==> src/rtl/resamp_nco_pkg.sv <==
package resamp_nco_pkg;
  typedef enum logic {
    COMMIT_ON_SYNC  = 1'b0,
    COMMIT_ON_WRITE = 1'b1
  } commit_src_e;
endpackage

==> src/rtl/resamp_nco_rstsync.sv <==
module resamp_nco_rstsync #(
  parameter int STAGES = 2
) (
  input  logic clk,
  input  logic rst_n,
  output logic rst_sync_n
);
  logic [STAGES-1:0] sh_q;

  generate
    if (STAGES == 1) begin : g_one
      always_ff @(posedge clk or negedge rst_n) begin
        if (!rst_n) sh_q <= '0;
        else        sh_q <= 1'b1;
      end
    end else begin : g_chain
      always_ff @(posedge clk or negedge rst_n) begin
        if (!rst_n) sh_q <= '0;
        else        sh_q <= {sh_q[STAGES-2:0], 1'b1};
      end
    end
  endgenerate

  assign rst_sync_n = sh_q[STAGES-1];
endmodule

==> src/rtl/resamp_nco_regs.sv <==
module resamp_nco_regs
  import resamp_nco_pkg::*;
#(
  parameter int FW_W      = 30,
  parameter int DW        = 16,
  parameter int AW        = 5,
  parameter int ADDR_LO   = 2,
  parameter int ADDR_HI   = 3,
  parameter int ADDR_MODE = 22
) (
  input  logic            clk,
  input  logic            rst_n,
  input  logic            wr_en,
  input  logic [AW-1:0]   wr_addr,
  input  logic [DW-1:0]   wr_data,
  input  logic            sync_in,
  output logic [FW_W-1:0] act_word,
  output logic [FW_W-1:0] buf_word,
  output commit_src_e     mode,
  output logic            run_en
);
  localparam int HI_W = FW_W - DW;

  logic [FW_W-1:0] buf_q, buf_nx, act_q, act_nx;
  commit_src_e     mode_q, mode_nx;
  logic            en_q, en_nx;
  logic            wr_lo, wr_hi, wr_mode, commit;

  assign wr_lo   = wr_en && (wr_addr == AW'(ADDR_LO));
  assign wr_hi   = wr_en && (wr_addr == AW'(ADDR_HI));
  assign wr_mode = wr_en && (wr_addr == AW'(ADDR_MODE));

  // next state: buffer first, so a same-cycle commit sees this cycle's write
  always_comb begin
    buf_nx = buf_q;
    if (wr_lo) buf_nx[DW-1:0]    = wr_data;
    if (wr_hi) buf_nx[FW_W-1:DW] = wr_data[HI_W-1:0];

    mode_nx = mode_q;
    if (wr_mode) mode_nx = commit_src_e'(wr_data[0]);

    commit = (mode_q == COMMIT_ON_WRITE) ? wr_lo : sync_in;
    act_nx = commit ? buf_nx : act_q;

    en_nx = en_q | sync_in | wr_hi;
  end

  always_ff @(posedge clk or negedge rst_n) begin
    if (!rst_n) begin
      buf_q  <= '0;
      act_q  <= '0;
      mode_q <= COMMIT_ON_SYNC;
      en_q   <= 1'b0;
    end else begin
      if (wr_lo || wr_hi) buf_q  <= buf_nx;
      if (commit)         act_q  <= act_nx;
      if (wr_mode)        mode_q <= mode_nx;
      if (!en_q)          en_q   <= en_nx;
    end
  end

  assign act_word = act_q;
  assign buf_word = buf_q;
  assign mode     = mode_q;
  assign run_en   = en_q;
endmodule

==> src/rtl/resamp_nco_acc.sv <==
module resamp_nco_acc #(
  parameter int FW_W     = 30,
  parameter int ACC_W    = 32,
  parameter int COARSE_W = 4,
  parameter int FINE_W   = 12
) (
  input  logic                clk,
  input  logic                rst_n,
  input  logic                run_en,
  input  logic [FW_W-1:0]     freq,
  output logic [ACC_W-1:0]    acc,
  output logic                stb,
  output logic [COARSE_W-1:0] coarse,
  output logic [FINE_W-1:0]   fine
);
  localparam int MSB  = ACC_W - 1;
  localparam int C_LO = MSB - COARSE_W;
  localparam int F_LO = C_LO - FINE_W;
  localparam int PADW = ACC_W - FW_W;

  logic [ACC_W-1:0]    acc_q, acc_nx;
  logic                stb_q, rise;
  logic [COARSE_W-1:0] co_q;
  logic [FINE_W-1:0]   fi_q;

  always_comb begin
    acc_nx = acc_q + {{PADW{1'b0}}, freq};
    rise   = run_en && !acc_q[MSB] && acc_nx[MSB];
  end

  always_ff @(posedge clk or negedge rst_n) begin
    if (!rst_n) begin
      acc_q <= '0;
      stb_q <= 1'b0;
      co_q  <= '0;
      fi_q  <= '0;
    end else begin
      if (run_en) acc_q <= acc_nx;
      stb_q <= rise;
      if (rise) begin
        co_q <= acc_nx[MSB-1:C_LO];
        fi_q <= acc_nx[C_LO-1:F_LO];
      end
    end
  end

  assign acc    = acc_q;
  assign stb    = stb_q;
  assign coarse = co_q;
  assign fine   = fi_q;
endmodule

==> src/rtl/resamp_nco.sv <==
module resamp_nco
  import resamp_nco_pkg::*;
#(
  parameter int FW_W       = 30,
  parameter int ACC_W      = 32,
  parameter int COARSE_W   = 4,
  parameter int FINE_W     = 12,
  parameter int DW         = 16,
  parameter int AW         = 5,
  parameter int ADDR_LO    = 2,
  parameter int ADDR_HI    = 3,
  parameter int ADDR_MODE  = 22,
  parameter int RST_STAGES = 2
) (
  input  logic                clk,
  input  logic                rst_n,
  input  logic                wr_en,
  input  logic [AW-1:0]       wr_addr,
  input  logic [DW-1:0]       wr_data,
  input  logic                sync_in,
  output logic                smp_stb,
  output logic [COARSE_W-1:0] coarse_ph,
  output logic [FINE_W-1:0]   fine_ph
);
  logic             rst_sync_n;
  logic [FW_W-1:0]  act_word, buf_word;
  commit_src_e      mode;
  logic             run_en;
  logic [ACC_W-1:0] acc;

  resamp_nco_rstsync #(.STAGES(RST_STAGES)) u_rst (
    .clk        (clk),
    .rst_n      (rst_n),
    .rst_sync_n (rst_sync_n)
  );

  resamp_nco_regs #(
    .FW_W(FW_W), .DW(DW), .AW(AW),
    .ADDR_LO(ADDR_LO), .ADDR_HI(ADDR_HI), .ADDR_MODE(ADDR_MODE)
  ) u_regs (
    .clk      (clk),
    .rst_n    (rst_sync_n),
    .wr_en    (wr_en),
    .wr_addr  (wr_addr),
    .wr_data  (wr_data),
    .sync_in  (sync_in),
    .act_word (act_word),
    .buf_word (buf_word),
    .mode     (mode),
    .run_en   (run_en)
  );

  resamp_nco_acc #(
    .FW_W(FW_W), .ACC_W(ACC_W), .COARSE_W(COARSE_W), .FINE_W(FINE_W)
  ) u_acc (
    .clk    (clk),
    .rst_n  (rst_sync_n),
    .run_en (run_en),
    .freq   (act_word),
    .acc    (acc),
    .stb    (smp_stb),
    .coarse (coarse_ph),
    .fine   (fine_ph)
  );
endmodule

==> config.mk <==
export PLATFORM = sky130hd
export DESIGN_NAME = resamp_nco
export DESIGN_NICKNAME = d
export VERILOG_FILES = /design/src/rtl/resamp_nco_pkg.sv /design/src/rtl/resamp_nco_rstsync.sv /design/src/rtl/resamp_nco_regs.sv /design/src/rtl/resamp_nco_acc.sv /design/src/rtl/resamp_nco.sv
export SDC_FILE = /design/constraint.sdc
export NUM_CORES = 1
export LEC_CHECK = 0
export CORE_ASPECT_RATIO = 0.8
export CORE_MARGIN = 2
export CORE_UTILIZATION = 50
export CTS_CLUSTER_DIAMETER = 150
export DETAILED_ROUTE_END_ITERATION = 6
export DONT_BUFFER_PORTS = 1
export SLEW_MARGIN = 20
export SYNTH_ARGS = -nofsm -noshare
export SYNTH_HDL_FRONTEND = slang
export SYNTH_HIERARCHICAL = 1
export SYNTH_SLANG_ARGS = --single-unit
==> constraint.sdc <==
create_clock -name clk -period 10.2 [get_ports clk]
set_clock_uncertainty 0.1 [all_clocks]
set_input_delay 2.04 -clock clk [delete_from_list [all_inputs] [get_ports clk]]
set_output_delay 2.04 -clock clk [all_outputs]
set_load 0.01 [all_outputs]
==> flow_summary.ini, run 1 <==
[run_status]
status = finished clean

[routing]
drc = 0
vias_per_cell = 6.08
wl_microns = 14700
ant_nets = 0
vias = 4721
drtIter0Drc = 422
routedWlPerCell_microns = 19.0
dr.pass1.iters = 6

[cts]
htreeDepth = 4
numClockSinks = 113
post-cts-setup-buffer-count = 0
path_clk_slew_ns = 0.05
cts_resized = 0
cts_hold_buffers = 0
cts_tree = yes
clkLatencyLatePin_ns = 0.42
cts_inserted_buffers = 17
cts-root-buf = clkbuf_16
clk_path_buf_depth = 2

[setup_path]
criticalPathCategory = primary input to register
critPathMaxFanout = 61
crit_path_end_kind = register
crit_path_start_kind = primary input
arrival_ns = 3.70
required_ns = 10.35

[min_path]
hold_path_class = register to register

[floorplan]
boundaryPins = 42
rows = 36
dieArea_sq_um = 13500
die_w_microns = 129
start_util_pct = 51.4
core_sq_um = 12200
die_h_microns = 104

[yosys]
syn_inst = 610
synth.top_cell.area_share_pct = 45.0
synth_edf_count = 0
synth.area.top_cells = dfrtp_1 45%, ha_1 6.0%, mux2_2 5.9%
synth-async-reset-ratio_pct = 100
synth_fp_nets = 666
ys.warnings.count = 6
syn_area_per_cell_sq_um = 10.3
ys_seq_area_share_pct = 45.0
netlist_area_sq_um = 6280
synth-main-ff-cell = dfrtp_1
ys_ff_latch = 113
synth_cell_type_count = 60
synth_area_leader_cell = dfrtp_1

[finish]
fin_nets = 649
regArea_sq_um = 2830
fillers = 1055
areaGrowthSynthToFinish_pct = 10.4
utilization_pct = 56.8
drive_gt1_share_pct = 14.9
antennaDiodeCount = 0
multiInputGateArea_sq_um = 3210

[pwr]
leakage_uw = 0.00309
seq_power_share_pct = 30.6
p_switching_uw = 916
p_int_uw = 1480
power_density_nw_per_um2 = 346
clkPwrFrac_pct = 24.4
swShare_pct = 38.1
comb_power_share_pct = 45.0
ir_worst_vdd_mv = 0.168

[run]
cap_violations = 0

[placement]
hpwl_microns = 10100
portBuffers = 0
place.gp.congestion = 0.901

[timing]
maxSlewViolCount = 0
hold_ws_ns = 0.254
tightestPinTransition_ns = 0.803
setup_viol = 0
finalCritPeriodShare_pct = 34.8
timing.final.crit_period_ns = 3.55
relSlewSlack_pct = 46.5
hold_violations = 0
totalNegativeSetupSlack_ns = 0
fmax_ghz = 0.282
rsz0062_at_grt = false

[global_route]
antenna_found_initial = 0
grt_pass1_vias = 4736
grt_max_degree = 62
overflow = 0
grt_util_all_layers_pct = 23.5
grt_pass1_wl_microns = 24500
==> placed cells by master, fill, tap and decap left out, types with 4 or more instances in the layout <==
| master | Yosys | final |
|---|---|---|
| a31oi_1 | 31 | 31 |
| nand3_1 | 34 | 34 |
| xnor2_1 | 20 | 20 |
| clkbuf_16 | 0 | 17 |
| inv_1 | 12 | 12 |
| o21ai_0 | 25 | 25 |
| o211ai_1 | 4 | 4 |
| and3_1 | 4 | 4 |
| buf_4 | 0 | 6 |
| o21ai_1 | 29 | 29 |
| clkinvlp_4 | 0 | 6 |
| mux2i_1 | 4 | 4 |
| o21a_1 | 6 | 6 |
| a21oi_1 | 32 | 32 |
| mux2_4 | 8 | 8 |
| a21o_1 | 17 | 17 |
| ha_1 | 30 | 30 |
| a311oi_1 | 31 | 31 |
| nor2_1 | 24 | 24 |
| a211oi_1 | 8 | 8 |
| dfrtp_1 | 113 | 112 |
| nand2_1 | 48 | 48 |
| mux2_2 | 33 | 33 |
==> cells in the mapped netlist (all sizes together) (3+ instances only) <==
| master | count |
|---|---|
| dfrtp | 113 |
| o21ai | 54 |
| nand2 | 48 |
| mux2 | 41 |
| nand3 | 34 |
| a21oi | 33 |
| a311oi | 31 |
| a31oi | 31 |
| ha | 30 |
| nor2 | 24 |
| clkbuf | 23 |
| xnor2 | 20 |
| buf | 19 |
| a21o | 17 |
| inv | 12 |
| a211oi | 8 |
| o21a | 6 |
| and3 | 4 |
| mux2i | 4 |
| nor2b | 4 |
| o211ai | 4 |
| a21boi | 3 |
| a221o | 3 |
| nand2b | 3 |
| nand4 | 3 |
| nor3 | 3 |
| o211a | 3 |
| xor2 | 3 |
==> power groups by stage <==
stage                     Combinational [uW]  Sequential (uW)  Clock (uW)
final                                   1080              734         585
after global routing                    1210              756         617
after CTS                               1070              738         597
after detailed placement                1070              743           0
after global placement                  1040              739           0
after floorplan                          870              705           0
==> stage by stage <==
stage / cell area [sq um] / setup WS, ns / cells / power (uW)
floorplan: 6280 / 6.72 / 610 / 1580
global placement: 6340 / 6.25 / 745 / 1780
detailed placement: 6340 / 6.24 / 745 / 1810
CTS: 6930 / 6.69 / 777 / 2410
global route: 6930 / 6.42 / 777 / 2590
finish: 6930 / 6.65 / 777 / 2400
==> layer usage <==
| metal | global-route usage, % | share of wire [%] |
|---|---|---|
| met1 | 34.1 | 49 |
| met2 | 32.3 | 42 |
| met3 | 9.36 | 8.0 |
| met4 | 6.52 | 1.3 |
| met5 | 0 | 0 |
==> state kept, by name, summed over array words and instances, names as in the netlist <==
| name | count |
|---|---|
| u_acc/acc | 32 |
| u_acc/coarse | 4 |
| u_acc/fine | 12 |
| u_acc/stb | 1 |
| u_regs/act_word | 30 |
| u_regs/buf_word | 30 |
| u_regs/mode | 1 |
| u_regs/run_en | 1 |
| u_rst/sh_q | 2 |
==> final cells by class <==
type                            instances  share of cell area, %
Multi-Input combinational cell        443                   46.3
Clock inverter                         12                   1.91
Clock buffer                           20                   6.59
Timing Repair Buffer                    6                  0.650
Sequential cell                       113                   40.8
Tap cell                              171                   3.09
Inverter                               12                  0.650
==> worst max-delay path, cell delays in order <==
cell and delay (ns):
nor4b_4 0.24, buf_4 0.53, a31o_2 0.71, a31oi_1 0.16
==> path summary, 6_finish.rpt <==
path	from	cells past startpoint	end	slack [ns]
max	wr_addr[4]	4	u_regs/act_word[28]	6.65
min	u_rst/sh_q[0]	0	u_rst/sh_q[1]	0.25
max reg2reg	u_regs/act_word[0]	9	u_acc/fine[11]	6.74
min reg2reg	u_rst/sh_q[0]	0	u_rst/sh_q[1]	0.25
max in group asynchronous	u_rst/sh_q[1]	1	u_acc/acc[28]	8.50
min in group asynchronous	u_rst/sh_q[1]	0	u_acc/acc[2]	0.28
==> cells by family (layout without fill, tap and decap cells) <==
family,count (synthesis),in the layout,synth area share [%]
compound gates,207,207,22.1
xor+xnor,23,23,3.21
fa+ha+maj,31,31,6.30
buf+inv,54,50,3.95
flops,113,113,45.0
mux,45,45,8.47
other cells,1,1,0.0597
simple gates,136,136,10.8
Note: power is estimated with default switching activity, not from simulation.
==> run 2: changes to the inputs <==
--- a/config.mk
+++ b/config.mk
@@ -5,6 +5,7 @@
 export SDC_FILE = /design/constraint.sdc
 export NUM_CORES = 1
 export LEC_CHECK = 0
+export ABC_AREA = 1
 export CORE_ASPECT_RATIO = 0.8
 export CORE_MARGIN = 2
 export CORE_UTILIZATION = 50
==> constraint.sdc (replaced) <==
create_clock -name clk -period 3.4 [get_ports clk]
set_clock_uncertainty 0.1 [all_clocks]
set_input_delay 0.68 -clock clk [delete_from_list [all_inputs] [get_ports clk]]
set_output_delay 0.68 -clock clk [all_outputs]
set_load 0.01 [all_outputs]
==> run 2 against run 1 <==
Against the previous run: worst hold slack got worse by 0.0063 ns; die area is 9.5% higher; largest power group unchanged; non-clock buffer count is 1 higher; worst setup slack got worse by 5.6 ns; power rose to 2.8 times the previous value.
==> flow_summary.ini, run 2 <==
[min_path]
hold_depth = 0
hp-start = u_rst/sh_q[0]
hold_end = u_rst/sh_q[1]
hold_path_class = register to register

[timing]
maxSlewViolCount = 0
totalNegativeSetupSlack_ns = 0
timing.final.crit_period_ns = 2.33
hold_violations = 0
setup_viol = 0
relSlewSlack_pct = 45.9
rsz0062_at_grt = false
fmax_ghz = 0.429
finalCritPeriodShare_pct = 68.5
tightestPinTransition_ns = 0.811

[setup_path]
path_cells = ha_1 -> fa_1 -> nand2_1 -> nand3_1 -> nand2_1 -> nand2_1 -> nand2_1 -> nand2_1 -> nand2_1 -> nand2_1 -> nand2_1 -> nand2_1
worst-r2r-cell-count = 12
timing.rr.end = u_acc/coarse[3]
crit_path_start_kind = register
reg2reg_from = u_acc/acc[0]
required_ns = 3.61
crit_path_end_kind = register
regToRegSetupSlack_ns = 1.07
criticalPathCategory = register to register
critPathTopFamily = simple AND/OR/NAND/NOR gates
cp_slowest_cell = fa_1
crit_top_cell = nand2_1
crit_buf_inv = 0
critPathMaxFanout = 3
arrival_ns = 2.53
critPathMaxStageDelay_ns = 0.45
cp-startpoint = u_acc/acc[0]

[finish]
final_cell_area_sq_um = 7630
drive_gt1_share_pct = 8.24
final_cell_mix = 463 x nand2_1, 132 x inv_1, 112 x dfrtp_1
areaGrowthSynthToFinish_pct = 10.7
mostFrequentLayoutCell = nand2_1
antennaDiodeCount = 0
largest_reg_flops = 32
fin_nets = 1050

[floorplan]
boundaryPins = 42
dieArea_sq_um = 14700
die_w_microns = 135
rows = 38
start_util_pct = 51.1
core_sq_um = 13500
die_h_microns = 109

[run_status]
status = finished clean

[yosys]
synth.most_common_cell = nand2_1
synth.top_cell.area_share_pct = 41.0
synth_cell_type_count = 34
syn_area_per_cell_sq_um = 6.95
ys.warnings.count = 6
synth-main-ff-cell = dfrtp_1
synth_common_cells = 463 x nand2_1, 132 x inv_1, 113 x dfrtp_1, 72 x nand3_1, 41 x nor2_1
ys_ff_latch = 113
netlist_area_sq_um = 6890
synth_edf_count = 0
synth_fp_nets = 1048
synth_area_leader_cell = dfrtp_1
syn_inst = 992
synth-async-reset-ratio_pct = 100
ys_seq_area_share_pct = 41.0
synth.area.top_cells = dfrtp_1 41%, nand2_1 25%, inv_1 7.2%

[cts]
post-cts-setup-buffer-count = 0
htreeDepth = 4
cts_inserted_buffers = 17
numClockSinks = 113
cts-root-buf = clkbuf_16
clk_path_buf_depth = 2
clkLatencyLatePin_ns = 0.43
cts_tree = yes
path_clk_slew_ns = 0.06

[routing]
ant_nets = 0
vias_per_cell = 4.97
vias = 5902
dr.pass1.iters = 5
drtIter0Drc = 418
routedWlPerCell_microns = 14.5
wl_microns = 17300
drc = 0

[pwr]
ir_worst_vdd_mv = 0.418
power_density_nw_per_um2 = 885
leakage_uw = 0.00439

[placement]
place.gp.congestion = 0.885
portBuffers = 0
dpl_cell_area_sq_um = 7030
hpwl_microns = 12900

[global_route]
grt_pass1_vias = 5677
grt_max_degree = 64
grt_pass1_wl_microns = 29000
overflow = 0
antenna_found_initial = 0
grt_util_all_layers_pct = 25.9

[run]
cap_violations = 0
==> run 2: changes by cell type in the layout (fill, tap and decap cells not counted), moves of 28 or more <==
cell / change
a311oi_1: -31
inv_1: +120
nand3_1: +38
nand2_2: +33
o21ai_1: -28
mux2_2: -33
a31oi_1: -30
nand2_1: +415
==> run 2: where the power goes <==
group          switching, uW  leakage, uW  internal (uW)
logic                   1830      0.00268            954
registers                367      0.00143           1810
clock network            642     0.000283           1150
total                   2840      0.00439           3910
==> run 2: worst max-delay path by stage <==
stage | cells past startpoint | slack [ns] | to
after floorplan | 0 | 1.41 | u_acc/acc[0]
after global placement | 8 | 1.03 | u_regs/act_word[2]
after detailed placement | 8 | 1.05 | u_regs/act_word[2]
after CTS | 12 | 1.12 | u_acc/coarse[3]
after global routing | 14 | 0.90 | u_acc/fine[9]
final | 12 | 1.07 | u_acc/coarse[3]
==> run 2: area by class of cell <==
cell class              instances  area (sq um)
inverters                     134           508
well taps                     180           225
clock buffers                  19           433
flip-flops and latches        113          2830
repair buffers                  7          67.6
multi-input cells             721          3400
clock inverters                13           163
fillers                      1312          5870
==> run 2: per-layer routing <==
layer	routed length (microns)	GRT usage [%]	share of wire, %
met1	8890	38.5	51
met5	0	0	0
met4	293	9.15	1.7
met3	1200	6.37	6.9
met2	6880	36.6	40
==> run 2: logic make-up after synthesis <==
group,synth area share (%)
simple gates,39.7
buf+inv,9.62
flops,41.0
compound gates,2.49
fa+ha+maj,5.74
xor+xnor,1.40
other cells,0.0544
==> run 2: through the flow <==
step,util (%),hold slack [ns],worst slack [ns],std cells,total power [uW]
final,56.5,0.248,1.07,1187,6750
after global routing,56.5,0.258,0.903,1187,7330
after CTS,56.5,0.247,1.12,1187,6760
after detailed placement,52.0,0.235,1.05,1154,4910
after global placement,52.0,0.232,1.03,1154,4910
after floorplan,-,0.231,1.41,992,4220
==> run 2: what timing repair did <==
| item | 4_1_cts | 5_1_grt |
|---|---|---|
| resized for setup | 0 | 0 |
| hold endpoints to repair | 2 | 0 |
| hold buffers | 1 | 0 |
==> run 3: changes to the inputs <==
==> constraint.sdc (replaced) <==
create_clock -name clk -period 2.4 [get_ports clk]
set_clock_uncertainty 0.1 [all_clocks]
set_input_delay 0.48 -clock clk [delete_from_list [all_inputs] [get_ports clk]]
set_output_delay 0.48 -clock clk [all_outputs]
set_load 0.01 [all_outputs]
==> run 3 against run 2 <==
Against the previous run: the run now ends with design-rule violations left; power up 42%; final area is 1.4% higher; core utilization up 0.77 points; cell count grew 0.76%; worst hold slack lost 0.19 ns; critical path type unchanged; critical path depth unchanged; worst setup slack got worse by 0.87 ns; maximum frequency up 6.1%; non-clock buffer count rose by 9; critical endpoint is now u_acc/acc[29]; largest power group unchanged; routed wire length increased by 1.5%; sequential share of layout area is 0.50 points lower.
==> flow_summary.ini, run 3 (same netlist as run 2, synthesis figures left out) <==
[floorplan]
rows = 38
core_sq_um = 13500
die_w_microns = 135
dieArea_sq_um = 14700
die_h_microns = 109
boundaryPins = 42
start_util_pct = 51.1

[routing]
wl_met3_microns = 1050
ant_nets = 0
drtIter0Drc = 418
dr.pass1.iters = 7
drt-met1-wl_microns = 9150
top_layer = met4
drc = 5
routedWlPerCell_microns = 14.7
vias = 5885
wl_microns = 17500
dr_wl_met2_microns = 7080
vias_per_cell = 4.92

[timing]
fmax_ghz = 0.455
finalCritPeriodShare_pct = 91.5
tightestPinTransition_ns = 0.623
hold_violations = 0
rsz0062_at_grt = false
setup_viol = 0
timing.final.crit_period_ns = 2.20
fin_ws_ns = 0.204
relSlewSlack_pct = 58.5
totalNegativeSetupSlack_ns = 0
maxSlewViolCount = 0

[pwr]
leakage_uw = 0.00444
p_int_uw = 5440
comb_power_share_pct = 41.9
p_switching_uw = 4120
clkPwrFrac_pct = 25.7
seq_power_share_pct = 32.4
swShare_pct = 43.1
ir_worst_vdd_mv = 0.573
power_density_nw_per_um2 = 1240

[placement]
place.gp.congestion = 0.924
portBuffers = 0
hpwl_microns = 13400
dpl_cell_area_sq_um = 7080
pre_cts_ws_ns = 0.166
dp.cells = 1160

[cts]
cts-root-buf = clkbuf_16
numClockSinks = 113
htreeDepth = 4
cts_tree = yes
path_clk_slew_ns = 0.06
cts_inserted_buffers = 17
clk_path_buf_depth = 2
clkLatencyLatePin_ns = 0.43

[finish]
fillers = 1339
antennaDiodeCount = 0
areaGrowthSynthToFinish_pct = 12.2
utilization_pct = 57.3
final_cell_mix = 463 x nand2_1, 132 x inv_1, 112 x dfrtp_1
drive_gt1_share_pct = 9.55
mostFrequentLayoutCell = nand2_1
largest_reg_flops = 32
fin_nets = 1059
final_cell_area_sq_um = 7730
stdcell_count = 1196

[setup_path]
required_ns = 2.67
arrival_ns = 2.46
cp_slowest_cell = dfrtp_1
criticalPathCategory = register to register
crit_path_start_kind = register
crit_path_end_kind = register
critPathMaxStageDelay_ns = 0.41
critPathMaxFanout = 5
crit_top_cell = nand2_1
path_cells = ha_1 -> nand2_1 -> nor2_1 -> inv_1 -> nor3_1 -> and2_1 -> nand2_1 -> nand2_1 -> nand2_1 -> nand2_1 -> nand2_1 -> nand2_1

[global_route]
grt_pass1_wl_microns = 28900
overflow = 0
grt_pass1_vias = 5508
antenna_found_initial = 0
grt_util_all_layers_pct = 25.9
grt_max_degree = 47

[run_status]
status = finished with violations
violations = design-rule violations

[run]
cap_violations = 0

[min_path]
hold_path_class = primary input to register
==> run 3: final timing paths <==
kind	start	end	slack [ns]	cells past startpoint
max reg2reg	u_regs/act_word[24]	u_acc/acc[29]	0.20	12
min	sync_in	u_regs/run_en	0.06	2
max in group asynchronous	u_rst/sh_q[1]	u_acc/acc[6]	1.32	1
min in group asynchronous	rst_n	u_rst/sh_q[1]	0.17	1
max	u_regs/act_word[24]	u_acc/acc[29]	0.20	12
min reg2reg	u_rst/sh_q[1]	u_regs/buf_word[28]	0.25	0
==> run 3: final cells by class <==
| type | count | area [sq um] | area share, % |
|---|---|---|---|
| clock buffers | 17 | 425 | 5.50 |
| clock inverters | 15 | 148 | 1.91 |
| inverters | 134 | 515 | 6.66 |
| multi-input cells | 721 | 3430 | 44.3 |
| flip-flops and latches | 113 | 2830 | 36.6 |
| well taps | 180 | 225 | 2.91 |
| repair buffers | 16 | 160 | 2.07 |
==> run 3: timing repair <==
action	CTS	global route
hold buffers	1	0
gates resized for setup	0	6
setup buffers	0	3
setup endpoints to repair	0	19
endpoints found under the hold margin	2	0
==> run 3: per-stage QoR <==
| step | power, uW | hold slack (ns) |
|---|---|---|
| floorplan | 5980 | 0.0844 |
| global placement | 6990 | 0.0845 |
| detailed placement | 7010 | 0.0845 |
| CTS | 9510 | 0.0480 |
| global route | 10400 | 0.0685 |
| finish | 9570 | 0.0572 |
==> run 3: critical path: cells and delay by family (launching register included) <==
family	cells	cell delay (ns)
simple gates	10	1.15
flops	1	0.41
fa+ha+maj	1	0.39
buf+inv	1	0.09
==> run 3: per-layer routing <==
layer | vias to the layer above | global-route usage (%)
met5 | - | 0
met4 | 0 | 7.74
met3 | 20 | 6.00
met2 | 150 | 36.3
met1 | 2652 | 39.4
li1 | 3063 | -
==> run 3: power groups by stage <==
stage / registers (uW) / clock network (uW) / logic, uW
3_5_place_dp: 3120 / 0 / 3890
2_1_floorplan: 2950 / 0 / 3030
4_1_cts: 3100 / 2510 / 3910
5_1_grt: 3190 / 2590 / 4610
6_report: 3100 / 2460 / 4010
3_3_place_gp: 3120 / 0 / 3870
